### src/rtl/hfe_pkg.sv
// Shared constants, types and helpers for the hash fetch engine.
// Assumes a 24-bit byte address built from three byte registers.
package hfe_pkg;
    localparam int ADDR_W   = 24;
    localparam int WORD_W   = 32;
    localparam int ST_WORDS = 8;
    localparam int ST_W     = ST_WORDS * WORD_W;
    localparam int SW_W     = $clog2(ST_WORDS);

    localparam logic [2:0] OFS_CTRL = 3'd0;
    localparam logic [2:0] OFS_STAT = 3'd1;
    localparam logic [2:0] OFS_CNT  = 3'd2;
    localparam logic [2:0] OFS_BLO  = 3'd3;
    localparam logic [2:0] OFS_BMID = 3'd4;
    localparam logic [2:0] OFS_ALG  = 3'd5;
    localparam logic [2:0] OFS_BHI  = 3'd6;

    typedef enum logic [2:0] {
        S_IDLE, S_FETCH, S_KICK, S_WAIT, S_WBACK
    } seq_st_t;

    // SHA-256 initial chaining values, H0 in the most significant word.
    function automatic logic [ST_W-1:0] iv_state();
        return {32'h6a09e667, 32'hbb67ae85, 32'h3c6ef372, 32'ha54ff53a,
                32'h510e527f, 32'h9b05688c, 32'h1f83d9ab, 32'h5be0cd19};
    endfunction

    // Reorders a little-endian memory word into a big-endian message word.
    function automatic logic [WORD_W-1:0] be_word(input logic [WORD_W-1:0] le);
        logic [WORD_W-1:0] r;
        for (int b = 0; b < WORD_W/8; b++)
            r[WORD_W-1-8*b -: 8] = le[8*b +: 8];
        return r;
    endfunction
endpackage

### src/rtl/hfe_regs.sv
// Byte-wide register file: command decode, count, base address,
// algorithm select, interrupt status/enable and the irq output.
// Assumes reg_we is a single-cycle strobe and CNT_W <= 8.
module hfe_regs
    import hfe_pkg::*;
#(
    parameter int CNT_W = 4
) (
    input  logic              clk,
    input  logic              rst_n,
    input  logic              reg_we,
    input  logic [2:0]        reg_addr,
    input  logic [7:0]        reg_wdata,
    output logic [7:0]        reg_rdata,
    input  logic              busy,
    input  logic              op_done,
    output logic              go_exec,
    output logic              go_init,
    output logic              go_wb,
    output logic [CNT_W-1:0]  blk_cnt,
    output logic [ADDR_W-1:0] base_addr,
    output logic              irq
);
    logic             int_en, int_stat;
    logic [CNT_W-1:0] cnt_q;
    logic [7:0]       algo_q, bmid_q, bhi_q;
    logic [1:0]       blo_q;
    logic             wr_ctrl, wr_stat;

    // Decode writes to the command and status registers.
    always_comb begin
        wr_ctrl = reg_we && (reg_addr == OFS_CTRL);
        wr_stat = reg_we && (reg_addr == OFS_STAT);
    end

    // Commands are accepted only while the sequencer is idle.
    always_comb begin
        go_exec = wr_ctrl && reg_wdata[0] && !busy;
        go_init = reg_wdata[1];
        go_wb   = wr_ctrl && reg_wdata[2] && !reg_wdata[0] && !busy;
    end

    // Holding registers written by software.
    always_ff @(posedge clk) begin
        if (!rst_n) begin
            int_en <= 1'b0;
            cnt_q  <= '0;
            algo_q <= 8'h00;
            blo_q  <= 2'b00;
            bmid_q <= 8'h00;
            bhi_q  <= 8'h00;
        end else if (reg_we) begin
            case (reg_addr)
                OFS_STAT: int_en <= reg_wdata[3];
                OFS_CNT:  cnt_q  <= reg_wdata[CNT_W-1:0];
                OFS_BLO:  blo_q  <= reg_wdata[7:6];
                OFS_BMID: bmid_q <= reg_wdata;
                OFS_ALG:  algo_q <= reg_wdata;
                OFS_BHI:  bhi_q  <= reg_wdata;
                default:  ;
            endcase
        end
    end

    // Interrupt status: completion sets it, a written 1 clears it.
    always_ff @(posedge clk) begin
        if (!rst_n)                      int_stat <= 1'b0;
        else if (op_done)                int_stat <= 1'b1;
        else if (wr_stat && reg_wdata[2]) int_stat <= 1'b0;
    end

    // Readback multiplexer and derived outputs.
    always_comb begin
        case (reg_addr)
            OFS_STAT: reg_rdata = {4'b0, int_en, int_stat, 1'b0, busy};
            OFS_CNT:  reg_rdata = 8'(cnt_q);
            OFS_BLO:  reg_rdata = {blo_q, 6'b0};
            OFS_BMID: reg_rdata = bmid_q;
            OFS_ALG:  reg_rdata = algo_q;
            OFS_BHI:  reg_rdata = bhi_q;
            default:  reg_rdata = 8'h00;
        endcase
        blk_cnt   = cnt_q;
        base_addr = {bhi_q, bmid_q, blo_q, 6'b0};
        irq       = int_stat && int_en;
    end

    a_r9_done_flags: assert property (@(posedge clk) disable iff (!rst_n)
        op_done |=> (reg_addr != OFS_STAT) || reg_rdata[2]);
    a_r9_flag_sticky: assert property (@(posedge clk) disable iff (!rst_n)
        int_stat && !(wr_stat && reg_wdata[2]) |=> int_stat);
endmodule

### src/rtl/hfe_assemble.sv
// Message block assembler: shifts in byte-reordered words so that the
// first word fetched ends up in the top word of the block.
// Assumes exactly BLK_WORDS captures per block before the core starts.
module hfe_assemble
    import hfe_pkg::*;
#(
    parameter int BLK_WORDS = 16,
    localparam int BLK_W = BLK_WORDS * WORD_W
) (
    input  logic              clk,
    input  logic              rst_n,
    input  logic              cap_en,
    input  logic [WORD_W-1:0] mem_word,
    output logic [BLK_W-1:0]  block
);
    logic [BLK_W-1:0] blk_q;

    // Shift the newest big-endian word into the low end of the block.
    always_ff @(posedge clk) begin
        if (!rst_n)      blk_q <= '0;
        else if (cap_en) blk_q <= {blk_q[BLK_W-WORD_W-1:0], be_word(mem_word)};
    end

    assign block = blk_q;

    a_r6_byte_order: assert property (@(posedge clk) disable iff (!rst_n)
        cap_en |=> block[7:0] == $past(mem_word[31:24]) &&
                   block[31:24] == $past(mem_word[7:0]));
endmodule

### src/rtl/hfe_seq.sv
// Operation sequencer: owns the memory port during fetch and write-back,
// keeps the chaining state, and runs the start/done handshake with the core.
// Assumes mem_ack only while mem_req, and one core_done per core_start.
module hfe_seq
    import hfe_pkg::*;
#(
    parameter int CNT_W     = 4,
    parameter int BLK_WORDS = 16,
    localparam int IDX_W     = $clog2(BLK_WORDS),
    localparam int BLK_BYTES = BLK_WORDS * (WORD_W/8)
) (
    input  logic              clk,
    input  logic              rst_n,
    input  logic              go_exec,
    input  logic              go_init,
    input  logic              go_wb,
    input  logic [CNT_W-1:0]  cnt_in,
    input  logic [ADDR_W-1:0] base_in,
    output logic              busy,
    output logic              op_done,
    output logic              mem_req,
    output logic              mem_we,
    output logic [ADDR_W-1:0] mem_addr,
    output logic [WORD_W-1:0] mem_wdata,
    input  logic              mem_ack,
    output logic              cap_en,
    output logic              core_start,
    output logic [ST_W-1:0]   core_state,
    input  logic              core_done,
    input  logic [ST_W-1:0]   core_result
);
    seq_st_t           st;
    logic [IDX_W-1:0]  idx;
    logic [CNT_W-1:0]  blk, blk_last;
    logic [ADDR_W-1:0] cur_addr;
    logic [ST_W-1:0]   chain;
    logic              last_word, last_blk, last_wb;

    // Terminal conditions for word, block and write-back counting.
    always_comb begin
        last_word = (idx == IDX_W'(BLK_WORDS-1));
        last_blk  = (blk == blk_last);
        last_wb   = (idx == IDX_W'(ST_WORDS-1));
    end

    // Main state machine with the latched operation parameters.
    always_ff @(posedge clk) begin
        if (!rst_n) begin
            st       <= S_IDLE;
            idx      <= '0;
            blk      <= '0;
            blk_last <= '0;
            cur_addr <= '0;
            chain    <= '0;
        end else begin
            case (st)
                S_IDLE: begin
                    if (go_exec) begin
                        blk_last <= cnt_in;
                        blk      <= '0;
                        idx      <= '0;
                        cur_addr <= base_in;
                        if (go_init) chain <= iv_state();
                        st <= S_FETCH;
                    end else if (go_wb) begin
                        idx      <= '0;
                        cur_addr <= base_in;
                        st       <= S_WBACK;
                    end
                end
                S_FETCH: begin
                    if (mem_ack) begin
                        idx <= last_word ? '0 : idx + 1'b1;
                        if (last_word) st <= S_KICK;
                    end
                end
                S_KICK: st <= S_WAIT;
                S_WAIT: begin
                    if (core_done) begin
                        chain <= core_result;
                        if (last_blk) begin
                            st <= S_IDLE;
                        end else begin
                            blk      <= blk + 1'b1;
                            cur_addr <= cur_addr + ADDR_W'(BLK_BYTES);
                            st       <= S_FETCH;
                        end
                    end
                end
                S_WBACK: begin
                    if (mem_ack) begin
                        idx <= last_wb ? '0 : idx + 1'b1;
                        if (last_wb) st <= S_IDLE;
                    end
                end
                default: st <= S_IDLE;
            endcase
        end
    end

    // Port drive derived from the current state.
    always_comb begin
        busy       = (st != S_IDLE);
        mem_req    = (st == S_FETCH) || (st == S_WBACK);
        mem_we     = (st == S_WBACK);
        mem_addr   = cur_addr + ADDR_W'({idx, 2'b00});
        mem_wdata  = chain[(ST_WORDS-1-int'(idx[SW_W-1:0]))*WORD_W +: WORD_W];
        cap_en     = (st == S_FETCH) && mem_ack;
        core_start = (st == S_KICK);
        core_state = chain;
        op_done    = ((st == S_WAIT) && core_done && last_blk) ||
                     ((st == S_WBACK) && mem_ack && last_wb);
    end

    a_r10_cmd_idle_only: assert property (@(posedge clk) disable iff (!rst_n)
        (go_exec || go_wb) |-> !busy);
    a_r8_req_held: assert property (@(posedge clk) disable iff (!rst_n)
        mem_req && !mem_ack |=> mem_req && $stable(mem_addr));
    a_r4_addr_step: assert property (@(posedge clk) disable iff (!rst_n)
        (st == S_FETCH) && mem_ack && !last_word |=> mem_addr == $past(mem_addr) + 24'd4);
    a_r2_iv_loaded: assert property (@(posedge clk) disable iff (!rst_n)
        go_exec && go_init |=> core_state == iv_state());
    a_r8_start_pulse: assert property (@(posedge clk) disable iff (!rst_n)
        core_start |=> !core_start && busy);
endmodule

### src/rtl/hash_fetch_engine.sv
// Top of the hash engine front end: register file, sequencer and block
// assembler. The round function sits outside, behind core_start/core_done.
// Assumes a memory that returns little-endian words together with mem_ack.
module hash_fetch_engine
    import hfe_pkg::*;
#(
    parameter int CNT_W     = 4,
    parameter int BLK_WORDS = 16
) (
    input  logic                        clk,
    input  logic                        rst_n,
    input  logic                        reg_we,
    input  logic [2:0]                  reg_addr,
    input  logic [7:0]                  reg_wdata,
    output logic [7:0]                  reg_rdata,
    output logic                        irq,
    output logic                        mem_req,
    output logic                        mem_we,
    output logic [23:0]                 mem_addr,
    output logic [31:0]                 mem_wdata,
    input  logic [31:0]                 mem_rdata,
    input  logic                        mem_ack,
    output logic                        core_start,
    output logic [255:0]                core_state,
    output logic [BLK_WORDS*32-1:0]     core_block,
    input  logic                        core_done,
    input  logic [255:0]                core_result
);
    logic              busy, op_done, go_exec, go_init, go_wb, cap_en;
    logic [CNT_W-1:0]  blk_cnt;
    logic [ADDR_W-1:0] base_addr;

    hfe_regs #(.CNT_W(CNT_W)) u_regs (
        .clk(clk), .rst_n(rst_n), .reg_we(reg_we), .reg_addr(reg_addr),
        .reg_wdata(reg_wdata), .reg_rdata(reg_rdata), .busy(busy),
        .op_done(op_done), .go_exec(go_exec), .go_init(go_init), .go_wb(go_wb),
        .blk_cnt(blk_cnt), .base_addr(base_addr), .irq(irq)
    );

    hfe_seq #(.CNT_W(CNT_W), .BLK_WORDS(BLK_WORDS)) u_seq (
        .clk(clk), .rst_n(rst_n), .go_exec(go_exec), .go_init(go_init),
        .go_wb(go_wb), .cnt_in(blk_cnt), .base_in(base_addr), .busy(busy),
        .op_done(op_done), .mem_req(mem_req), .mem_we(mem_we),
        .mem_addr(mem_addr), .mem_wdata(mem_wdata), .mem_ack(mem_ack),
        .cap_en(cap_en), .core_start(core_start), .core_state(core_state),
        .core_done(core_done), .core_result(core_result)
    );

    hfe_assemble #(.BLK_WORDS(BLK_WORDS)) u_asm (
        .clk(clk), .rst_n(rst_n), .cap_en(cap_en), .mem_word(mem_rdata),
        .block(core_block)
    );

    a_r8_port_owned: assert property (@(posedge clk) disable iff (!rst_n)
        mem_req |-> reg_rdata[0] || reg_addr != OFS_STAT);
endmodule

### config.mk
export PLATFORM = sky130hd
export DESIGN_NAME = hash_fetch_engine
export DESIGN_NICKNAME = d
export VERILOG_FILES = /design/src/rtl/hfe_pkg.sv /design/src/rtl/hfe_regs.sv /design/src/rtl/hfe_assemble.sv /design/src/rtl/hfe_seq.sv /design/src/rtl/hash_fetch_engine.sv
export SDC_FILE = /design/constraint.sdc
export NUM_CORES = 2
export LEC_CHECK = 0
export CAP_MARGIN = 10
export CELL_PAD_IN_SITES_DETAIL_PLACEMENT = 1
export CELL_PAD_IN_SITES_GLOBAL_PLACEMENT = 2
export CORE_AREA = 2 2 438 440
export DETAILED_ROUTE_END_ITERATION = 16
export DIE_AREA = 0 0 440 442
export PLACE_DENSITY_LB_ADDON = 0.1
export SKIP_CTS_REPAIR_TIMING = 1
export SYNTH_ARGS = -nofsm -noshare
export SYNTH_HDL_FRONTEND = slang
export SYNTH_SLANG_ARGS = --single-unit
### constraint.sdc
create_clock -name clk -period 3 [get_ports clk]
set_input_delay 0.75 -clock clk [delete_from_list [all_inputs] [get_ports clk]]
set_output_delay 0.75 -clock clk [all_outputs]
set_load 0.01 [all_outputs]
==> impl_metrics.py <==
metrics = {
    "outcome": {
        "status": "complete, but fails checks",
        "violations": "setup timing",
    },
    "sta": {
        "setup_viol": 32,
        "drv_slew": 0,
        "skew_ns": 0.0373,
        "slew_headroom_pct": 41.4,
        "whs_ns": 0.387,
        "fmax_mhz": 298,
        "period_share_pct": 112,
        "setup_slack_ns": -0.353,
        "hold_viol": 0,
        "tightestPinTransition_ns": 0.879,
        "finalCriticalPeriod_ns": 3.35,
        "rsz0062_at_grt": "yes",
    },
    "synth": {
        "synth-main-ff-cell": "dfxtp_1",
        "synth_edf_count": 0,
        "synthTopCellsByArea": "dfxtp_1 53%, nand2_1 13%, a21oi_1 9.1%",
        "syn_area_mm2": 0.0312,
        "synth_cells": 3531,
        "synth-seq-area-share_pct": 53.4,
        "ys_seq_elements": 833,
        "synth_async_sr_flop_share_pct": 0,
        "yosysWarnings": 0,
        "yosysTopAreaCell": "dfxtp_1",
        "ys_types": 58,
        "synth_top_area_share_pct": 53.4,
        "avgSynthCellArea_um2": 8.84,
    },
    "drt": {
        "final_antenna_net_count": 0,
        "vias": 31317,
        "wl_per_cell_um": 29.9,
        "drt_iter0_drc": 1728,
        "via_per_inst": 4.32,
        "drc": 0,
        "finalWirelength_um": 217000,
        "drt_pass1_iterations": 5,
    },
    "clocking": {
        "clock_latency_ns": 0.76,
        "cts_made_buffers": 114,
        "cts_tree": "done",
        "cts_htree_levels": 3,
        "cts_buffer_depth": 3,
        "cts.sinks": 833,
        "root_buffer": "clkbuf_16",
        "clk_pin_slew_worst_paths_ns": 0.06,
    },
    "power": {
        "cellPowerDensity_mw_per_mm2": 519,
        "ir_drop_mv": 0.384,
        "p_leak_nw": 16.9,
        "finalPower_mw": 26.1,
    },
    "setup_path": {
        "critical_path_buf_inv_count": 3,
        "cp_slowest_stage_delay_ns": 0.62,
        "crit_path_start_kind": "flop",
        "cpLargestDelayFamily": "multiplexers",
        "path_class": "reg -> out",
        "cp_cell_sequence": "buf_12, buf_4, mux4_2, mux2_2, buf_4",
        "critPathCaptureType": "primary output",
        "cp_max_fo": 9,
        "crit_path_top_delay_cell": "mux4_2",
        "cp.required_ns": 2.25,
        "crit_top_cell": "buf_4",
        "critical_path_arrival_ns": 2.60,
    },
    "place": {
        "post-dp-hpwl_um": 170000,
        "port_buffers": 1137,
        "placed_cells": 6991,
        "place_congestion": 0.890,
    },
    "finish": {
        "nets": 4928,
        "multi_input_area_mm2": 0.0133,
        "final.fill_count": 21718,
        "drive_above_1_share_pct": 13.5,
        "register_area_mm2": 0.0167,
        "syn_to_final_growth_pct": 61.2,
        "layout.cells.non_filler": 7241,
    },
    "floorplan": {
        "die_area_mm2": 0.194,
        "die_h_um": 442,
        "start_util_pct": 16.5,
        "ios": 1140,
        "num_rows": 160,
        "coreArea_mm2": 0.190,
        "die_x_um": 440,
    },
    "global_route": {
        "grt_pass1_vias": 31741,
        "grt_max_degree": 96,
        "track_usage_pct": 21.5,
        "grt_pass1_wl_um": 290000,
        "overflow": 0,
        "grt_antenna_before_repair": 65,
    },
    "job": {
        "drv_cap": 0,
    },
    "worst_hold_path": {
        "hp-class": "in -> reg",
    },
}
-- per-layer routing --
layer	track usage (%)	wire [um]	vias to the layer above
met5	0	108	-
met4	6.69	6470	14
met3	7.06	16300	271
met2	37.8	109000	959
met1	24.4	85100	15711
li1	-	-	14362
-- Yosys cell counts (2+ instances only) --
| cell | number |
|---|---|
| a31oi_1 | 8 |
| buf_4 | 11 |
| nand4_1 | 5 |
| a221oi_1 | 3 |
| and3_1 | 5 |
| a21oi_1 | 568 |
| mux4_2 | 64 |
| dfxtp_1 | 833 |
| o32ai_1 | 2 |
| and2_1 | 8 |
| nand3b_1 | 3 |
| o221a_1 | 2 |
| buf_1 | 6 |
| nand4b_1 | 2 |
| mux2i_1 | 18 |
| ha_1 | 3 |
| and3b_1 | 2 |
| a21o_1 | 6 |
| buf_6 | 2 |
| nor2b_1 | 8 |
| clkbuf_1 | 227 |
| a41oi_1 | 2 |
| buf_2 | 85 |
| inv_1 | 6 |
| nand3_1 | 21 |
| nand2b_1 | 2 |
| o211ai_1 | 5 |
| nor3_1 | 8 |
| a22o_1 | 3 |
| a22oi_1 | 125 |
| o21ai_0 | 19 |
| o31ai_1 | 3 |
| nand2_1 | 1113 |
| o31a_1 | 2 |
| xor2_1 | 4 |
| mux2_2 | 34 |
| o221a_2 | 139 |
| nor2_1 | 154 |
-- worst paths after layout --
path,start,endpoint,slack [ns],cells past startpoint
worst max-delay path,u_seq.idx[0],mem_wdata[16],-0.35,5
worst min-delay path,rst_n,u_seq.cur_addr[19],0.39,2
worst max register to register,u_seq.idx[0],u_seq.st[0],0.71,10
worst min register to register,u_asm.block[498],u_asm.block[498],0.46,2
-- cells by family (layout without fill, tap and decap cells) --
logic type | after synthesis | count (layout) | share of synthesized area, %
AO/OA/AOI/OAI | 899 | 899 | 18.7
XOR/XNOR | 4 | 4 | 0.112
adder cells (fa/ha/maj) | 3 | 3 | 0.120
buffers and inverters | 337 | 1514 | 4.57
flip-flops | 833 | 833 | 53.4
multiplexers | 116 | 116 | 6.42
other | 1 | 23 | 0.0120
AND/OR/NAND/NOR | 1338 | 1338 | 16.6
-- cells in the final DEF, fill, tap and decap left out, drive strengths merged, types with 34 or more instances in the layout --
master / count
clkdlybuf4s50: 1090
o221a: 141
mux4: 64
nand2: 1114
a22oi: 125
nor2: 154
a21oi: 568
clkbuf: 187
buf: 194
dfxtp: 833
mux2: 34
-- area by class of cell --
cell class	count	area share, %
Timing Repair Buffer	1304	26.6
Sequential cell	833	33.1
Multi-Input combinational cell	2362	26.4
Antenna cell	21	0.104
Tap cell	2511	6.24
Clock buffer	180	6.92
Inverter	6	0.0596
Clock inverter	24	0.519
-- through the flow --
stage               instance area (um^2)  TNS, ns  setup WS, ns  utilization [%]
global route                       50300   -12.71        -0.477             26.6
finish                             50400    -8.97        -0.353             26.6
global placement                   46100   -42.90        -0.517             24.3
CTS                                49800   -22.39        -0.784             26.3
detailed placement                 46100   -46.94        -0.498             24.3
floorplan                          31200        0         0.378                -
-- worst reg2reg max path, stage by stage, from the launching register on --
cell       delay (ns)
dfxtp_4          0.38
buf_4            0.15
buf_12           0.12
buf_12           0.14
buf_4            0.17
ha_1             0.24
and3b_1          0.22
a2bb2oi_1        0.18
o21ai_0          0.28
mux2i_1          0.23
nor2_1           0.05
-- sequential cells by signal (all words and copies together), names as in the netlist, 8 cells and up --
register / cells
u_asm.block: 512
u_regs.algo_q: 8
u_regs.bhi_q: 8
u_regs.bmid_q: 8
u_seq.core_state: 256
u_seq.cur_addr: 18
-- report_power, final --
part           switching, mW  leakage, nW  internal [mW]  total, mW
Clock                   5.69         1.85           8.16       13.8
Sequential            0.0518         6.71           11.1       11.2
Combinational          0.562         8.32          0.568       1.13
Total                   6.30         16.9           19.8       26.1
Power figures use the tool's default switching activity.
